[src/rtl/clkmode_pkg.sv]
package clkmode_pkg;

  localparam int unsigned CM_DATA_W = 8;

  // bit layout, MSB first: divider(7:6), rc(5), main stop(4), on-chip stop(3), spare(2), pmode(1:0)
  typedef struct packed {
    logic [1:0] div;
    logic       rc_sel;
    logic       main_stop;
    logic       onchip_stop;
    logic       spare;
    logic [1:0] pmode;
  } cm_reg_t;

  localparam logic [1:0]           CM_DIV_DOUBLE = 2'b10;
  localparam logic [CM_DATA_W-1:0] CM_ONCE_MASK  = 8'h23;
  localparam logic [CM_DATA_W-1:0] CM_RESET_VAL  = 8'h00;

  function automatic logic cm_div_legal(input logic [1:0] div, input logic rc);
    return !(rc && (div == CM_DIV_DOUBLE));
  endfunction

endpackage

[src/rtl/clkmode_rst_sync.sv]
module clkmode_rst_sync #(
  parameter int unsigned STAGES = 2
) (
  input  logic clk,
  input  logic rst_n,
  output logic rst_sync_n
);

  logic [STAGES-1:0] sync_q;
  logic [STAGES-1:0] sync_d;

  always_comb begin
    sync_d = {sync_q[STAGES-2:0], 1'b1};
  end

  always_ff @(posedge clk or negedge rst_n) begin
    if (!rst_n) sync_q <= '0;
    else        sync_q <= sync_d;
  end

  assign rst_sync_n = sync_q[STAGES-1];

endmodule

[src/rtl/clkmode_bus_dec.sv]
module clkmode_bus_dec #(
  parameter int unsigned       ADDR_W   = 8,
  parameter logic [ADDR_W-1:0] REG_ADDR = 8'h3B
) (
  input  logic              bus_we,
  input  logic              bus_rmw,
  input  logic [ADDR_W-1:0] bus_addr,
  output logic              hit,
  output logic              wr_plain,
  output logic              wr_rmw
);

  always_comb begin
    hit      = (bus_addr == REG_ADDR);
    wr_plain = hit && bus_we && !bus_rmw;
    wr_rmw   = hit && bus_we &&  bus_rmw;
  end

endmodule

[src/rtl/clkmode_lock.sv]
module clkmode_lock (
  input  logic clk,
  input  logic rst_n,
  input  logic wr_plain,
  input  logic wr_rmw,
  output logic locked,
  output logic freeze
);

  logic lock_q;
  logic lock_set;

  always_comb begin
    lock_set = (wr_plain || wr_rmw) && !lock_q;
    freeze   = lock_q || wr_rmw;
  end

  always_ff @(posedge clk or negedge rst_n) begin
    if (!rst_n)        lock_q <= 1'b0;
    else if (lock_set) lock_q <= 1'b1;
  end

  assign locked = lock_q;

  AST_LOCK_STICKY: assert property (@(posedge clk) disable iff (!rst_n)
    lock_q |=> lock_q);

  AST_LOCK_AFTER_WRITE: assert property (@(posedge clk) disable iff (!rst_n)
    (wr_plain || wr_rmw) |=> lock_q);

endmodule

[src/rtl/clkmode_store.sv]
module clkmode_store
  import clkmode_pkg::*;
#(
  parameter logic [CM_DATA_W-1:0] RESET_VAL = CM_RESET_VAL,
  parameter logic [CM_DATA_W-1:0] ONCE_MASK = CM_ONCE_MASK
) (
  input  logic                 clk,
  input  logic                 rst_n,
  input  logic                 wr_en,
  input  logic                 freeze,
  input  logic [CM_DATA_W-1:0] wdata,
  output logic [CM_DATA_W-1:0] q
);

  logic [CM_DATA_W-1:0] merged;
  cm_reg_t              cand;
  cm_reg_t              cur;
  logic [CM_DATA_W-1:0] q_d;

  // per-bit merge: the write-once group keeps its stored value while frozen
  for (genvar i = 0; i < CM_DATA_W; i++) begin : g_merge
    if (ONCE_MASK[i]) begin : g_once
      assign merged[i] = freeze ? q[i] : wdata[i];
    end else begin : g_free
      assign merged[i] = wdata[i];
    end
  end

  always_comb begin
    cur  = cm_reg_t'(q);
    cand = cm_reg_t'(merged);
    if (!cm_div_legal(cand.div, cand.rc_sel)) cand.div = cur.div;
    q_d = wr_en ? CM_DATA_W'(cand) : q;
  end

  always_ff @(posedge clk or negedge rst_n) begin
    if (!rst_n)     q <= RESET_VAL;
    else if (wr_en) q <= q_d;
  end

  AST_ONCE_BITS_HELD: assert property (@(posedge clk) disable iff (!rst_n)
    (wr_en && freeze) |=> ((q & ONCE_MASK) == ($past(q) & ONCE_MASK)));

  AST_IDLE_HOLD: assert property (@(posedge clk) disable iff (!rst_n)
    !wr_en |=> $stable(q));

  AST_NO_DOUBLE_RC: assert property (@(posedge clk) disable iff (!rst_n)
    !(q[5] && (q[7:6] == CM_DIV_DOUBLE)));

endmodule

[src/rtl/clkmode_out_dec.sv]
module clkmode_out_dec
  import clkmode_pkg::*;
#(
  parameter int unsigned DIV_W = 2,
  localparam int unsigned DIV_N = 1 << DIV_W
) (
  input  logic                 clk,
  input  logic                 rst_n,
  input  logic [CM_DATA_W-1:0] q,
  output logic [DIV_W-1:0]     div_sel,
  output logic [DIV_N-1:0]     div_onehot,
  output logic                 double_speed,
  output logic                 osc_rc_sel,
  output logic                 main_osc_stop,
  output logic                 onchip_osc_stop,
  output logic [1:0]           proc_mode
);

  cm_reg_t fields;

  always_comb begin
    fields          = cm_reg_t'(q);
    div_sel         = fields.div;
    osc_rc_sel      = fields.rc_sel;
    main_osc_stop   = fields.main_stop;
    onchip_osc_stop = fields.onchip_stop;
    proc_mode       = fields.pmode;
    double_speed    = (fields.div == CM_DIV_DOUBLE);
  end

  for (genvar k = 0; k < DIV_N; k++) begin : g_div_hot
    assign div_onehot[k] = (div_sel == DIV_W'(k));
  end

  AST_DIV_ONEHOT: assert property (@(posedge clk) disable iff (!rst_n)
    $countones(div_onehot) == 1);

  AST_DSPEED_NOT_RC: assert property (@(posedge clk) disable iff (!rst_n)
    !(double_speed && osc_rc_sel));

endmodule

[src/rtl/clkmode_ctrl.sv]
module clkmode_ctrl
  import clkmode_pkg::*;
#(
  parameter int unsigned       ADDR_W   = 8,
  parameter logic [ADDR_W-1:0] REG_ADDR = 8'h3B
) (
  input  logic                 clk,
  input  logic                 rst_n,
  input  logic [ADDR_W-1:0]    bus_addr,
  input  logic [CM_DATA_W-1:0] bus_wdata,
  input  logic                 bus_we,
  input  logic                 bus_rmw,
  output logic [CM_DATA_W-1:0] bus_rdata,
  output logic [1:0]           div_sel,
  output logic [3:0]           div_onehot,
  output logic                 double_speed,
  output logic                 osc_rc_sel,
  output logic                 main_osc_stop,
  output logic                 onchip_osc_stop,
  output logic [1:0]           proc_mode,
  output logic                 lock_dbg
);

  logic                 rst_sync_n;
  logic                 hit;
  logic                 wr_plain;
  logic                 wr_rmw;
  logic                 freeze;
  logic [CM_DATA_W-1:0] q;

  clkmode_rst_sync #(.STAGES(2)) u_rst (
    .clk        (clk),
    .rst_n      (rst_n),
    .rst_sync_n (rst_sync_n)
  );

  clkmode_bus_dec #(.ADDR_W(ADDR_W), .REG_ADDR(REG_ADDR)) u_dec (
    .bus_we   (bus_we),
    .bus_rmw  (bus_rmw),
    .bus_addr (bus_addr),
    .hit      (hit),
    .wr_plain (wr_plain),
    .wr_rmw   (wr_rmw)
  );

  clkmode_lock u_lock (
    .clk      (clk),
    .rst_n    (rst_sync_n),
    .wr_plain (wr_plain),
    .wr_rmw   (wr_rmw),
    .locked   (lock_dbg),
    .freeze   (freeze)
  );

  clkmode_store u_store (
    .clk    (clk),
    .rst_n  (rst_sync_n),
    .wr_en  (wr_plain || wr_rmw),
    .freeze (freeze),
    .wdata  (bus_wdata),
    .q      (q)
  );

  clkmode_out_dec #(.DIV_W(2)) u_out (
    .clk             (clk),
    .rst_n           (rst_sync_n),
    .q               (q),
    .div_sel         (div_sel),
    .div_onehot      (div_onehot),
    .double_speed    (double_speed),
    .osc_rc_sel      (osc_rc_sel),
    .main_osc_stop   (main_osc_stop),
    .onchip_osc_stop (onchip_osc_stop),
    .proc_mode       (proc_mode)
  );

  always_comb begin
    bus_rdata = hit ? q : '0;
  end

  AST_MISS_READS_ZERO: assert property (@(posedge clk) disable iff (!rst_sync_n)
    !hit |-> (bus_rdata == '0));

endmodule

[config.mk]
export PLATFORM = sky130hd
export DESIGN_NAME = clkmode_ctrl
export DESIGN_NICKNAME = d
export VERILOG_FILES = /design/src/rtl/clkmode_pkg.sv /design/src/rtl/clkmode_rst_sync.sv /design/src/rtl/clkmode_bus_dec.sv /design/src/rtl/clkmode_lock.sv /design/src/rtl/clkmode_store.sv /design/src/rtl/clkmode_out_dec.sv /design/src/rtl/clkmode_ctrl.sv
export SDC_FILE = /design/constraint.sdc
export NUM_CORES = 1
export LEC_CHECK = 0
export CAP_MARGIN = 40
export CORE_AREA = 2 2 40 42
export CTS_BUF_LIST = sky130_fd_sc_hd__clkbuf_4 sky130_fd_sc_hd__clkbuf_8 sky130_fd_sc_hd__clkbuf_16
export DETAILED_ROUTE_END_ITERATION = 8
export DIE_AREA = 0 0 42 44
export DONT_BUFFER_PORTS = 1
export SYNTH_ARGS = -nofsm -noshare
export SYNTH_HDL_FRONTEND = slang
export SYNTH_HIERARCHICAL = 1
export SYNTH_SLANG_ARGS = --single-unit
[constraint.sdc]
create_clock -name clk -period 2.7 [get_ports clk]
set_input_delay 0.675 -clock clk [delete_from_list [all_inputs] [get_ports clk]]
set_output_delay 0.675 -clock clk [all_outputs]
set_load 0.03 [all_outputs]
==> results.sh, run 1 <==
export IMPL_grt_pass1_wl_mm=1.76
export IMPL_layout_cells_non_filler=76
export IMPL_dieWidth_microns=42
export IMPL_htree_levels=1
export IMPL_grt_pass1_vias=421
export IMPL_slew_violations=0
export IMPL_crit_slowest_cell="or4b_4"
export IMPL_synth_edf_count=0
export IMPL_synth_nets=75
export IMPL_async_flop_share_pct=100
export IMPL_ios=41
export IMPL_p_sw_share_pct=23.6
export IMPL_cp_required_ps=2030
export IMPL_rsz0062_at_grt="no"
export IMPL_synthDistinctLibCells=22
export IMPL_ys_seq_area_share_pct=43.8
export IMPL_grt_usage_pct=13.1
export IMPL_fin_crit_sh_pct=90.4
export IMPL_nets=81
export IMPL_pwr_share_clk_pct=36.3
export IMPL_cts_setup_buffers=0
export IMPL_die_height_microns=44
export IMPL_start_kind="input port"
export IMPL_drtPass1Iterations=4
export IMPL_crit_path_end_kind="output pin"
export IMPL_outcome="finished clean"
export IMPL_p_switching_uw=76.8
export IMPL_layout_drive_gt1_share_pct=45.0
export IMPL_worstPathCellList="or4b_4 -> nor2_1 -> buf_4 -> and2_1 -> buf_4"
export IMPL_post_drt_wl_per_cell_microns=14.2
export IMPL_dieArea_sq_um=1850
export IMPL_post_cts_resize_count=0
export IMPL_synth_cells=55
export IMPL_ant_nets=0
export IMPL_finalSetupViolCount=0
export IMPL_yosys_warnings=6
export IMPL_setup_tns_ps=0
export IMPL_gp_congestion=0.582
export IMPL_hpwl_microns=852
export IMPL_clk_latency_ps=260
export IMPL_synthFlopType="dfrtp_1"
export IMPL_cts_buffers_inserted=3
export IMPL_max_cap_violations=0
export IMPL_p_leak_uw=0.000334
export IMPL_detail_route_drc_violations=0
export IMPL_post_route_min_period_ps=2440
export IMPL_antenna_cells=0
export IMPL_critical_path_class="in -> out"
export IMPL_path_common_cell="buf_4"
export IMPL_clk_path_buf_depth=2
export IMPL_cts_hold_buf=0
export IMPL_p_per_area_nw_per_um2=477
export IMPL_cts_tree="yes"
export IMPL_viasPerCell=5.26
export IMPL_hold_path_class="in -> async"
export IMPL_p_comb_share_pct=4.7
export IMPL_maxSlewHeadroom_pct=62.2
export IMPL_critPathMaxFanout=8
export IMPL_port_buffers=0
export IMPL_grt_overflow=0
export IMPL_yosys_register_bits=11
export IMPL_p_int_uw=248
export IMPL_core_area_sq_um=1420
export IMPL_dpl_instance_area_sq_um=652
export IMPL_avgSynthCellArea_sq_um=11.4
export IMPL_final_area_sq_um=682
export IMPL_clkTransAtPathRegs_ps=60
export IMPL_syn_area_sq_um=628
export IMPL_cts_root_buf="clkbuf_4"
export IMPL_finalWirelength_mm=1.08
export IMPL_area_growth_pct=8.57
export IMPL_crit_arrival_ps=1770
export IMPL_reg2reg_setup_slack_ps=1260
export IMPL_grt_max_degree=10
export IMPL_worstMarginPinSlew_ps=566
export IMPL_clkSinkCount=11
export IMPL_p_seq_share_pct=59.0
export IMPL_drt_iter0_drc=2
export IMPL_grt_antenna_before_repair=0
export IMPL_slowest_delay_ps=530
export IMPL_rows=14
export IMPL_fmax_mhz=410
export IMPL_vias=400
export IMPL_hold_viol=0
export IMPL_initial_utilization_pct=44.3
export IMPL_ir_worst_vdd_uv=339
export IMPL_dp_cells=72
export IMPL_fin_worst_skew_ps=6.64
export IMPL_total_power_uw=325
-- final cells by class --
class / count / area, sq um
repair buffers: 10 / 75.1
multi-input cells: 35 / 282
clock buffers: 4 / 30.0
fillers: 145 / 737
well taps: 16 / 20.0
flip-flops and latches: 11 / 275
-- state kept, by name (all words and copies together) (netlist names) --
name,count
u_rst/sync_q,2
u_store/q,8
u_lock/locked,1
-- final timing paths --
check | depth (start not counted) | endpoint | start
setup / recovery | 5 | bus_rdata[1] | bus_addr[7]
hold / removal | 0 | u_rst/sync_q[1] | rst_n
setup reg to reg | 3 | u_store/q[6] | u_lock/locked
hold reg to reg | 0 | u_store/q[2] | u_rst/sync_q[1]
max in group asynchronous | 0 | u_store/q[0] | u_rst/sync_q[1]
min in group clk | 0 | u_rst/sync_q[1] | u_rst/sync_q[0]
-- power by group through the flow --
stage / clock network (uW) / logic [uW] / registers, uW
floorplan: 0 / 28.9 / 184
global placement: 0 / 15.0 / 195
detailed placement: 0 / 15.4 / 195
CTS: 125 / 15.5 / 192
global route: 134 / 17.3 / 193
finish: 118 / 15.4 / 192
-- cells in the final DEF, fill, tap and decap left out --
cell	n
dfrtp_1	11
or4b_4	1
mux2_4	1
and2_1	8
nor4b_2	1
conb_1	1
or3_1	1
a31o_1	1
nand4_1	1
mux2_2	7
and2b_2	1
mux2i_1	1
nor2b_1	1
nand2_1	1
or2_1	2
nor2b_4	1
clkbuf_4	4
and2_2	1
buf_4	10
a21oi_1	1
nor2_1	3
nor3_1	1
-- layer usage --
metal	part of all wire, %	wire, microns	track usage, %
met1	38	412	13.6
met2	51	549	20.9
met3	11	118	9.58
met4	0	0	3.87
met5	0	0	0
-- cell families after synthesis --
group           count (synthesis)  share of synthesized area, %
mux                             9                          16.5
buf+inv                         9                          11.4
compound gates                  2                          2.19
simple gates                   23                          25.5
other cells                     1                         0.597
flops                          11                          43.8
-- worst max-delay path, delay by kind of cell --
| family | cells | cell delay [ps] |
|---|---|---|
| buffers and inverters | 2 | 310 |
| AND/OR/NAND/NOR | 3 | 780 |
-- metrics by stage --
step | util [%] | hold WS [ps] | setup WS, ps
6_report | 48.1 | 106 | 260
5_1_grt | 48.1 | 76.7 | 142
4_1_cts | 48.1 | 91.4 | 249
3_5_place_dp | 45.9 | 164 | 244
3_3_place_gp | 45.9 | 161 | 255
2_1_floorplan | - | 108 | 250
-- cell usage after synthesis (2+ instances only) --
master,count,area [sq um]
or2_1,2,12.5
and2_1,8,50.1
buf_4,8,60.1
mux2_2,7,78.8
dfrtp_1,11,275
nor2_1,3,11.3
Power figures use the tool's default switching activity.
==> run 2, diff against run 1 <==
--- a/config.mk
+++ b/config.mk
@@ -6,11 +6,14 @@
 export NUM_CORES = 1
 export LEC_CHECK = 0
 export CAP_MARGIN = 40
-export CORE_AREA = 2 2 40 42
+export CELL_PAD_IN_SITES_DETAIL_PLACEMENT = 0
+export CELL_PAD_IN_SITES_GLOBAL_PLACEMENT = 1
+export CORE_AREA = 2 2 41 43
 export CTS_BUF_LIST = sky130_fd_sc_hd__clkbuf_4 sky130_fd_sc_hd__clkbuf_8 sky130_fd_sc_hd__clkbuf_16
 export DETAILED_ROUTE_END_ITERATION = 8
-export DIE_AREA = 0 0 42 44
+export DIE_AREA = 0 0 43 45
 export DONT_BUFFER_PORTS = 1
+export PLACE_DENSITY_LB_ADDON = 0.1
 export SYNTH_ARGS = -nofsm -noshare
 export SYNTH_HDL_FRONTEND = slang
 export SYNTH_HIERARCHICAL = 1
==> results.sh, run 2 (synthesis results as in run 1) <==
export IMPL_p_comb_share_pct=4.8
export IMPL_crit_slowest_cell="or4b_4"
export IMPL_crit_arrival_ps=1800
export IMPL_core_area_sq_um=1470
export IMPL_drt_iter0_drc=4
export IMPL_clk_latency_ps=260
export IMPL_crit_path_end_kind="output pin"
export IMPL_hold_viol=0
export IMPL_fin_crit_sh_pct=91.7
export IMPL_gp_congestion=0.664
export IMPL_layout_drive_gt1_share_pct=36.5
export IMPL_post_cts_resize_count=0
export IMPL_critPathMaxFanout=8
export IMPL_p_switching_uw=82.9
export IMPL_start_kind="input port"
export IMPL_slew_violations=0
export IMPL_layout_cells_non_filler=68
export IMPL_fmax_mhz=404
export IMPL_post_drt_wl_per_cell_microns=18.7
export IMPL_drtPass1Iterations=3
export IMPL_dieArea_sq_um=1940
export IMPL_grt_overflow=0
export IMPL_largest_register="u_store/q"
export IMPL_initial_utilization_pct=42.7
export IMPL_cts_setup_buffers=0
export IMPL_final_common_cell="dfrtp_1"
export IMPL_fin_worst_skew_ps=2.49
export IMPL_layout_setup_ws_ps=224
export IMPL_outcome="finished clean"
export IMPL_dp_cells=64
export IMPL_maxSlewHeadroom_pct=61.9
export IMPL_grt_usage_pct=14.5
export IMPL_ios=41
export IMPL_worstPathCellList="or4b_4 -> nor2_1 -> buf_4 -> and2_1"
export IMPL_p_sw_share_pct=25.1
export IMPL_pwr_share_clk_pct=37.1
export IMPL_antenna_cells=0
export IMPL_post_route_min_period_ps=2480
export IMPL_p_leak_uw=0.000290
export IMPL_reg2reg_setup_slack_ps=1240
export IMPL_p_int_uw=248
export IMPL_startpoint="bus_addr[7]"
export IMPL_grt_antenna_before_repair=0
export IMPL_viasPerCell=5.78
export IMPL_die_height_microns=45
export IMPL_pre_cts_ws_ps=215
export IMPL_dieWidth_microns=43
export IMPL_finalWirelength_mm=1.27
export IMPL_fillers=148
export IMPL_clk_path_buf_depth=2
export IMPL_p_seq_share_pct=58.0
export IMPL_finalSetupViolCount=0
export IMPL_cts_root_buf="clkbuf_4"
export IMPL_port_buffers=0
export IMPL_grt_max_degree=10
export IMPL_htree_levels=1
export IMPL_most_common_layout_cells="dfrtp_1 (11), and2_1 (8), mux2_2 (7)"
export IMPL_slowest_delay_ps=540
export IMPL_cp_required_ps=2030
export IMPL_worstMarginPinSlew_ps=570
export IMPL_hold_path_class="in -> async"
export IMPL_cts_tree="yes"
export IMPL_largest_register_ffs=8
export IMPL_cts_hold_buf=0
export IMPL_ant_nets=0
export IMPL_clkTransAtPathRegs_ps=70
export IMPL_clkSinkCount=11
export IMPL_p_per_area_nw_per_um2=532
export IMPL_cts_buffers_inserted=3
export IMPL_rsz0062_at_grt="no"
export IMPL_critical_path_class="in -> out"
export IMPL_area_growth_pct=-0.996
export IMPL_grt_pass1_vias=472
export IMPL_grt_pass1_wl_mm=1.99
export IMPL_nets=73
export IMPL_reg2reg_from="u_lock/locked"
export IMPL_r2r_cells=3
export IMPL_vias=393
export IMPL_ir_worst_vdd_uv=196
export IMPL_rr_endpoint="u_store/q[6]"
export IMPL_final_util_pct=42.3
export IMPL_detail_route_drc_violations=0
export IMPL_setup_tns_ps=0
export IMPL_hpwl_mm=1.03
export IMPL_max_cap_violations=0
export IMPL_rows=14
[run 2: layout make-up]
type                            instances  area [sq um]  share of cell area, %
Multi-Input combinational cell         35           282                   45.3
Sequential cell                        11           275                   44.3
Clock buffer                            4          30.0                   4.83
Tap cell                               16          20.0                   3.22
Timing Repair Buffer                    2          15.0                   2.41
[run 2: worst max-delay path by stage]
stage,end,cells after the start,slack [ps]
finish,bus_rdata[1],4,220
global placement,bus_rdata[0],4,240
detailed placement,bus_rdata[6],4,210
floorplan,bus_rdata[0],3,250
CTS,bus_rdata[6],4,210
global route,bus_rdata[6],4,180
[run 2: worst max-delay path: cells and delay by family]
| family | cells | cell delay [ps] |
|---|---|---|
| buffers and inverters | 1 | 150 |
| AND/OR/NAND/NOR | 3 | 980 |
[run 2: metrics by stage]
stage | cell area (sq um) | power [uW] | hold slack (ps)
after floorplan | 628 | 213 | 108
after global placement | 592 | 210 | 145
after detailed placement | 592 | 212 | 168
after CTS | 622 | 338 | 87.3
after global routing | 622 | 346 | 75.5
final | 622 | 331 | 99.0
[run 2: layer usage]
metal | share of wire [%] | GRT usage, % | routed length, microns
met1 | 35 | 12.7 | 440
met5 | 0 | 0 | 0
met4 | 2.0 | 9.09 | 25
met3 | 8.7 | 3.60 | 111
met2 | 55 | 29.1 | 697
[run 2: power by group through the flow]
stage	clock network, uW	logic [uW]	registers, uW
finish	123	16.0	192
detailed placement	0	16.1	196
CTS	130	16.1	192
floorplan	0	28.9	184
global placement	0	14.9	195
global route	135	17.5	193
==> run 3, diff against run 2 <==
--- a/config.mk
+++ b/config.mk
@@ -5,13 +5,14 @@
 export SDC_FILE = /design/constraint.sdc
 export NUM_CORES = 1
 export LEC_CHECK = 0
+export ABC_AREA = 1
 export CAP_MARGIN = 40
 export CELL_PAD_IN_SITES_DETAIL_PLACEMENT = 0
 export CELL_PAD_IN_SITES_GLOBAL_PLACEMENT = 1
-export CORE_AREA = 2 2 41 43
+export CORE_AREA = 2 2 44 46
 export CTS_BUF_LIST = sky130_fd_sc_hd__clkbuf_4 sky130_fd_sc_hd__clkbuf_8 sky130_fd_sc_hd__clkbuf_16
 export DETAILED_ROUTE_END_ITERATION = 8
-export DIE_AREA = 0 0 43 45
+export DIE_AREA = 0 0 46 48
 export DONT_BUFFER_PORTS = 1
 export PLACE_DENSITY_LB_ADDON = 0.1
 export SYNTH_ARGS = -nofsm -noshare
==> results.sh, run 3 <==
export IMPL_grt_pass1_wl_mm=1.62
export IMPL_ios=41
export IMPL_synthFlopType="dfrtp_1"
export IMPL_reg2reg_from="u_lock/locked"
export IMPL_post_route_min_period_ps=2090
export IMPL_viasPerCell=4.40
export IMPL_r2r_cells=7
export IMPL_worstMarginPinSlew_ps=540
export IMPL_gp_congestion=0.666
export IMPL_fillers=181
export IMPL_post_drt_wl_per_cell_microns=9.84
export IMPL_yosysTopAreaCell="dfrtp_1"
export IMPL_drtPass1Iterations=2
export IMPL_detail_route_drc_violations=0
export IMPL_hpwl_microns=946
export IMPL_synth_common_cells="nand2_1 (36), inv_1 (23), dfrtp_1 (11), buf_4 (8), nor2_1 (6)"
export IMPL_post_cts_resize_count=0
export IMPL_cts_hold_buf=0
export IMPL_hold_path_class="in -> async"
export IMPL_rr_endpoint="u_store/q[6]"
export IMPL_grt_max_degree=10
export IMPL_start_kind="input port"
export IMPL_endpoint="bus_rdata[7]"
export IMPL_vias=502
export IMPL_finalWirelength_mm=1.12
export IMPL_maxSlewHeadroom_pct=63.9
export IMPL_synthTopCellsByArea="dfrtp_1 (40%), nand2_1 (19%), inv_1 (12%)"
export IMPL_fmax_mhz=480
export IMPL_fin_worst_skew_ps=2.27
export IMPL_syn_area_sq_um=696
export IMPL_synthDistinctLibCells=15
export IMPL_clkSinkCount=11
export IMPL_clkTransAtPathRegs_ps=70
export IMPL_max_cap_violations=0
export IMPL_critPathMaxFanout=8
export IMPL_grt_overflow=0
export IMPL_grt_pass1_vias=404
export IMPL_die_height_microns=48
export IMPL_yosys_register_bits=11
export IMPL_nets=118
export IMPL_cp_required_ps=2030
export IMPL_dieWidth_microns=46
export IMPL_cts_setup_buffers=0
export IMPL_initial_utilization_pct=41.2
export IMPL_synth_edf_count=0
export IMPL_outcome="finished clean"
export IMPL_synth_top_area_share_pct=39.6
export IMPL_synth_nets=121
export IMPL_hold_viol=0
export IMPL_rows=15
export IMPL_synth_cells=101
export IMPL_final_util_pct=40.8
export IMPL_yosys_warnings=6
export IMPL_cts_buffers_inserted=3
export IMPL_cts_tree="yes"
export IMPL_rsz0062_at_grt="no"
export IMPL_slew_violations=0
export IMPL_most_common_layout_cells="nand2_1 (36), inv_1 (23), dfrtp_1 (11)"
export IMPL_fin_crit_sh_pct=77.2
export IMPL_area_growth_pct=-0.899
export IMPL_startpoint="bus_addr[2]"
export IMPL_drt_iter0_drc=8
export IMPL_grt_usage_pct=11.1
export IMPL_antenna_cells=0
export IMPL_core_area_sq_um=1690
export IMPL_reg2reg_setup_slack_ps=1430
export IMPL_p_leak_uw=0.000448
export IMPL_clk_path_buf_depth=2
export IMPL_dieArea_sq_um=2210
export IMPL_final_common_cell="nand2_1"
export IMPL_finalSetupViolCount=0
export IMPL_grt_antenna_before_repair=0
export IMPL_avgSynthCellArea_sq_um=6.89
export IMPL_yosysMostFrequentCell="nand2_1"
export IMPL_htree_levels=1
export IMPL_clk_latency_ps=260
export IMPL_setup_tns_ps=0
export IMPL_largest_register_ffs=8
export IMPL_p_per_area_nw_per_um2=506
export IMPL_largest_register="u_store/q"
export IMPL_ant_nets=0
export IMPL_async_flop_share_pct=100
export IMPL_layout_drive_gt1_share_pct=14.4
export IMPL_crit_arrival_ps=1410
export IMPL_cts_root_buf="clkbuf_4"
export IMPL_port_buffers=0
export IMPL_ir_worst_vdd_uv=234
export IMPL_critical_path_class="in -> out"
export IMPL_ys_seq_area_share_pct=39.6
export IMPL_crit_path_end_kind="output pin"
==> run 3: changes by cell type in the layout (fill, tap and decap cells not counted), sizes merged, moves of 2 or more <==
cell / before / now
mux2: 8 / 0
nor2: 3 / 10
inv: 0 / 25
nor2b: 2 / 0
nand2: 1 / 37
and2: 9 / 1
nand3: 0 / 6
or2: 2 / 0
==> run 3: layer usage <==
layer / share of wire, % / routed length [microns] / global-route usage [%]
met5: 0 / 0 / 0
met4: 0.98 / 11 / 8.57
met3: 7.3 / 82 / 4.53
met2: 43 / 479 / 14.4
met1: 49 / 549 / 14.4
==> run 3: logic make-up (layout without fill, tap and decap cells) <==
group | after synthesis | count (layout) | share of synthesized area (%)
AO/OA/AOI/OAI | 1 | 1 | 1.08
flip-flops | 11 | 11 | 39.6
AND/OR/NAND/NOR | 54 | 54 | 36.0
buffers and inverters | 34 | 30 | 22.8
other | 1 | 1 | 0.539
==> run 3: critical path, cell delays in order <==
cell and delay (ps):
inv_1 30, nand2_1 50, nor2_2 120, and2_2 240, nand2_1 70, inv_1 220
==> run 3: per-stage QoR <==
step | area (sq um) | hold WS (ps) | worst slack [ps] | instances | total power, uW
finish | 689 | 103 | 615 | 114 | 349
global placement | 659 | 166 | 620 | 110 | 235
global route | 689 | 66.3 | 493 | 114 | 375
CTS | 689 | 91.3 | 604 | 114 | 357
floorplan | 696 | 108 | 628 | 101 | 238
detailed placement | 659 | 160 | 605 | 110 | 236
==> run 3: power breakdown <==
group          switching (uW)  total (uW)  internal, uW
clock network            50.6         118          67.1
registers                26.4         200           174
logic                    22.0        31.1          9.07
total                    98.9         349           250
==> run 3: area by class of cell <==
type,instances,area [sq um],share of cell area (%)
inverters,25,93.8,13.6
multi-input cells,56,262,37.9
clock buffers,4,30.0,4.36
flip-flops and latches,11,275,39.9
well taps,17,21.3,3.09
repair buffers,1,7.51,1.09
==> run 3: how the worst min path moves through the flow <==
stage	to	slack [ps]	depth (start not counted)
floorplan	u_lock/locked	110	0
global placement	u_lock/locked	170	0
detailed placement	u_lock/locked	160	0
CTS	u_rst/sync_q[0]	90	0
global route	u_rst/sync_q[0]	70	0
finish	u_rst/sync_q[1]	100	0
